$ cat config.mk
export PLATFORM = sky130hd
export DESIGN_NAME = mat_mult_mem
export DESIGN_NICKNAME = d
export VERILOG_FILES = /design/src/rtl/mat_mult_mem.sv
export SDC_FILE = /design/constraint.sdc
export NUM_CORES = 1
export LEC_CHECK = 0
export BUFFER_PORTS_ARGS = -buffer_cell sky130_fd_sc_hd__buf_2
export CAP_MARGIN = 30
export CORE_MARGIN = 2
export CORE_UTILIZATION = 55
export CTS_BUF_LIST = sky130_fd_sc_hd__clkbuf_4
export DETAILED_ROUTE_END_ITERATION = 10
export PLACE_DENSITY = 0.76
export SLEW_MARGIN = 10
export SYNTH_ARGS = -nofsm -noshare
export SYNTH_HDL_FRONTEND = slang
export SYNTH_SLANG_ARGS = --single-unit
$ cat constraint.sdc
create_clock -name clk -period 14.75 [get_ports clk]
set_input_delay 2.95 -clock clk [delete_from_list [all_inputs] [get_ports clk]]
set_output_delay 2.95 -clock clk [all_outputs]
set_load 0.02 [all_outputs]
$ cat src/rtl/mat_mult_mem.sv
module mat_mult_mem #(
  parameter int DIM = 16,
  parameter int DW  = 32
) (
  input  logic                         clk,
  input  logic                         rst_i,
  input  logic                         start_i,
  output logic                         done_o,
  output logic                         idle_o,
  output logic                         ready_o,
  output logic [2*$clog2(DIM)-1:0]     a_addr,
  output logic                         a_ce,
  input  logic [DW-1:0]                a_rdata,
  output logic [2*$clog2(DIM)-1:0]     b_addr,
  output logic                         b_ce,
  input  logic [DW-1:0]                b_rdata,
  output logic [2*$clog2(DIM)-1:0]     c_addr,
  output logic                         c_ce,
  output logic                         c_we,
  output logic [DW-1:0]                c_wdata
);
  localparam int IW = $clog2(DIM);
  localparam int AW = 2 * IW;
  localparam logic [IW-1:0] TOP = IW'(DIM - 1);

  logic          busy, issuing;
  logic [IW-1:0] ri, cj, kk;
  logic          last_k, last_j, last_i;

  logic          rd_vld, rd_first, rd_last, rd_fin;
  logic [AW-1:0] rd_dst;
  logic [DW-1:0] acc, sum;
  logic          c_fin;

  assign last_k = (kk == TOP);
  assign last_j = (cj == TOP);
  assign last_i = (ri == TOP);

  assign a_ce   = issuing;
  assign b_ce   = issuing;
  assign a_addr = {ri, kk};
  assign b_addr = {kk, cj};
  assign idle_o  = !busy;
  assign ready_o = done_o;

  assign sum = (rd_first ? '0 : acc) + DW'(a_rdata * b_rdata);

  always_ff @(posedge clk) begin
    if (rst_i) begin
      busy    <= 1'b0;
      issuing <= 1'b0;
      ri      <= '0;
      cj      <= '0;
      kk      <= '0;
    end else begin
      if (start_i && !busy) begin
        busy    <= 1'b1;
        issuing <= 1'b1;
        ri      <= '0;
        cj      <= '0;
        kk      <= '0;
      end else if (issuing) begin
        kk <= kk + 1'b1;
        if (last_k) begin
          cj <= cj + 1'b1;
          if (last_j) begin
            ri <= ri + 1'b1;
            if (last_i) issuing <= 1'b0;
          end
        end
      end
      if (c_ce && c_fin) busy <= 1'b0;
    end
  end

  always_ff @(posedge clk) begin
    if (rst_i) begin
      rd_vld <= 1'b0;
      c_ce   <= 1'b0;
      c_we   <= 1'b0;
      c_fin  <= 1'b0;
      done_o <= 1'b0;
    end else begin
      rd_vld <= issuing;
      c_ce   <= rd_vld && rd_last;
      c_we   <= rd_vld && rd_last;
      c_fin  <= rd_vld && rd_last && rd_fin;
      done_o <= c_ce && c_fin;
    end
  end

  always_ff @(posedge clk) begin
    rd_first <= (kk == '0);
    rd_last  <= last_k;
    rd_fin   <= last_i && last_j && last_k;
    rd_dst   <= {ri, cj};
    if (rd_vld) acc <= sum;
    if (rd_vld && rd_last) begin
      c_addr  <= rd_dst;
      c_wdata <= sum;
    end
  end
endmodule

# After elaboration in Yosys (flattened, before gate mapping)
# Cells that the tools add are included.
dict set report word_totals {
  register_bits 101
  out_inout_bits 63
  wordCells 42
}
dict set report classes {
  addsub 4
  n_mul 1
  eq_ne 3
  muxes 6
  n_reduce_logical 12
}
# operator n
set op_table {}
lappend op_table {{$add 32x32->32} 1}
lappend op_table {{$mul 32x32->32} 1}
lappend op_table {{$mux 32} 1}
lappend op_table {{$add 4x1->4 const B} 3}
lappend op_table {{$eq 4x4->1 const B} 3}
lappend op_table {{$logic_and 1x1->1} 6}
lappend op_table {{$mux 1} 5}
lappend op_table {{$logic_not 4->1} 1}
lappend op_table {{$reduce_or 2->1} 2}
lappend op_table {{$reduce_and 3->1} 1}
lappend op_table {{$reduce_and 2->1} 1}
lappend op_table {{$logic_not 1->1} 1}

# Logic depth before layout (Yosys ltp)
dict set report logic_depth {
  ltp_word 6
  mapped_depth 28
  mapped_depth_nobuf 26
}

# Worst setup path before layout
# Ideal clock, no wire load.
dict set report synth_path {
  path_type {in2reg}
  startpoint {input b_rdata[3]}
  endpoint {register acc[26], data pin}
  t_arrival_ps 9169
  required_time_ps 14487
  setup_slack_ps 5318
  path_stages 25
  cell_sequence {clkbuf_1 clkbuf_1 and2_1 fa_1 fa_1 fa_1 inv_1 fa_1 inv_1 fa_1 inv_1 fa_1 inv_1 fa_1 inv_1 fa_1 inv_1 ha_1 clkbuf_1 a2111oi_0 nand3_1 a31oi_2 o21ai_1 a21oi_1 xnor2_1}
}
dict set report synth_between {
  elab_chain_cells 2
}
# element line
set synth_rtl {}
lappend synth_rtl {{start: declaration} 16} ;# input logic [DW-1:0] b_rdata,
lappend synth_rtl {{$mul 32x32->32} 46} ;# assign sum = (rd_first ? '0 : acc) + DW'(a_rdata * b_rdata);
lappend synth_rtl {{$add 32x32->32} 46}
lappend synth_rtl {{named net sum[26]} 32} ;# logic [DW-1:0] acc, sum;
lappend synth_rtl {{end signal: assignment} 97} ;# if (rd_vld) acc <= sum;
lappend synth_rtl {{end: declaration} 32}
# The timed path passes the listed nets, and every way through them passes these cells.
# A chain may end at the register's enable or synchronous reset.

# Worst setup path after layout
dict set report layout_path {
  startpoint {input b_rdata[0]}
  endpoint {register c_wdata[31], data pin}
}
dict set report layout_between {
  elab_chain_cells 2
}
# element line
set layout_rtl {}
lappend layout_rtl {{$mul 32x32->32} 46}
lappend layout_rtl {{$add 32x32->32} 46}
lappend layout_rtl {{named net sum[31]} 32}
lappend layout_rtl {{end signal: assignment} 100} ;# c_wdata <= sum;
lappend layout_rtl {{end: declaration} 20} ;# output logic [DW-1:0] c_wdata
# The timed path passes the listed nets, and every way through them passes these cells.

==> metrics <==
DRC viols 0; Crit Path Max Fanout 32; pin count of the biggest net entering global routing 41; First-pass DRT Iterations 5; WS Path Type in -> reg; row count 70; nature of the critical path startpoint input port; Critical Path RT 14990 ps; Final Hold Viols 0; final worst-path cycle share 0.653; # resized after CTS 0; Seq cells post-synth 101; pin slew with the least headroom to its limit 823 ps; final wirelength 48.4 mm; number of max-cap violations 0; worst skew pair latency 470 ps; Port Buffers 129; Worst slew margin 0.452; RSZ-0062 raised after global routing false; Mapped Cells 2115; vias in the first global route 15400; Primary FF master, synth edfxtp_1; Die ar. 38400 um^2; # IOs 130; Num CTS Buffers 9; leading area contributor after synthesis fa_1; fin util 0.584; synth unique cells 45; Syn Area/Cell 9.58 um^2; Post-synth EDFFs 72; Longest Clk Path Bufs 2; die height 196 um; htree depth 3; Yosys top cell area share 0.433; placeable core area 36400 um^2; WL/cell 18.4 um; post-CTS setup buffer count 0; setup TNS 0 ps; Die Wd 196 um; Layout Nets 2793; # clock sinks 101; Multi-input gate area 15200 um^2; DR vias/cell 5.30; HP Class reg -> reg; CTS tree built; CTS root buf clkbuf_4; first-pass GRT wire length 81.0 mm; FF+latch area 2740 um^2; share of cells above drive strength 1 0.0716; vias post-DR 14000; Initial Util 0.556; GRT Total Usage 0.271; Synth async-reset ratio 0; commonest cells in the netlist inv_1, fa_1, and2_1; Clock Skew 14.7 ps; fillcell total 3163; Area contributors post-synth fa_1, edfxtp_1, and2_1, inv_1, ha_1; Seq/Total Area, Yosys 0.135; syn nets 2748; Worst Setup End Kind flop; Cell Area, Synth 20300 um^2; total congestion overflow 0; Post-CTS Hold Fix Bufs 0; final slew viol count 0; crit path time final 9630 ps; remaining antenna violation count 0; total number of yosys warnings 0; Final HPWL DP 39.5 mm; RePlAce Congestion 0.927; status finished, final reports clean; CP arrival 9870 ps; 1st-iter DRT viols 958; upper clock frequency limit 0.104 GHz; CTS clk-pin slew, worst paths 180 ps; Layout area overhead 4.98%; final setup vio count 0; count leader, synth inv_1; initial antenna violation count 1
-- routing by layer --
layer,global-route usage,part of all wire
met4,0.0805,0.028
met3,0.0366,0.071
met1,0.380,0.42
met2,0.444,0.48
met5,0,0
-- sequential cells by signal, indices dropped and copies added (netlist names) --
name,count
acc,32
c_wdata,32
c_addr,8
rd_dst,8
cj,4
kk,4
ri,4
a_ce,1
busy,1
c_fin,1
c_we,1
done_o,1
rd_fin,1
rd_first,1
rd_last,1
rd_vld,1
-- final timing paths --
check	start	cells after the start	to	slack, ps
setup / recovery	b_rdata[0]	26	c_wdata[31]$_DFFE_PP_	5120
hold / removal	cj[3]$_SDFFE_PP0P_	0	rd_dst[3]$_DFF_P_	410
setup reg to reg	rd_first$_DFF_P_	26	c_wdata[31]$_DFFE_PP_	7290
hold reg to reg	cj[3]$_SDFFE_PP0P_	0	rd_dst[3]$_DFF_P_	410
-- per-stage QoR --
| stage | hold WS, ps | std cells | instance area (um^2) | setup slack [ps] |
|---|---|---|---|---|
| finish | 411 | 2635 | 21300 | 5120 |
| global route | 419 | 2634 | 21300 | 4810 |
| CTS | 410 | 2633 | 21300 | 5150 |
| detailed placement | 382 | 2617 | 21100 | 4630 |
| global placement | 382 | 2617 | 21100 | 4850 |
| floorplan | 386 | 2115 | 20300 | 5320 |
-- area by class of cell --
cell class                 instances  share of cell area
multi-input combinational       1393               0.713
sequential                       101               0.129
inverter                         523              0.0923
timing repair buffer             132              0.0314
tap                              468              0.0275
clock inverter                     7             0.00382
clock buffer                       9             0.00318
antenna                            2            0.000235
-- cell usage in the layout, fill, tap and decap left out, types with 20 or more instances in the layout --
cell / instances
buf_2: 129
fa_1: 438
xor2_1: 23
and2_1: 322
nor2b_1: 20
edfxtp_1: 72
dfxtp_1: 29
ha_1: 128
inv_1: 523
nor2_1: 31
nand2_1: 224
xnor2_1: 73
a21oi_1: 26
-- worst max-delay path, cell delays in order --
cell and delay, ps:
buf_2 450, nand2_1 160, fa_1 530, inv_1 60
fa_1 500, fa_1 510, inv_1 60, fa_1 530
inv_1 50, fa_1 510, inv_1 60, fa_1 530
inv_1 50, fa_1 470, inv_1 70, fa_1 490
inv_1 40, ha_1 410, a21oi_1 180, o21ai_0 90
a311oi_1 390, nor2_1 80, a21oi_1 170, a31oi_1 160
a31oi_1 250, xnor2_1 120
-- cells by family after synthesis --
family                     synth area share
AOI/OAI and AO/OA                    0.0244
buffers and inverters                 0.117
DFF                                   0.135
adders and majority gates             0.512
muxes                               0.00148
and+or+nand+nor                       0.169
xor gates and xnor gates             0.0415
Power is left out: the tool's default activity adds up to more than one toggle a clock period on the data nets, which glitch-free logic cannot reach.
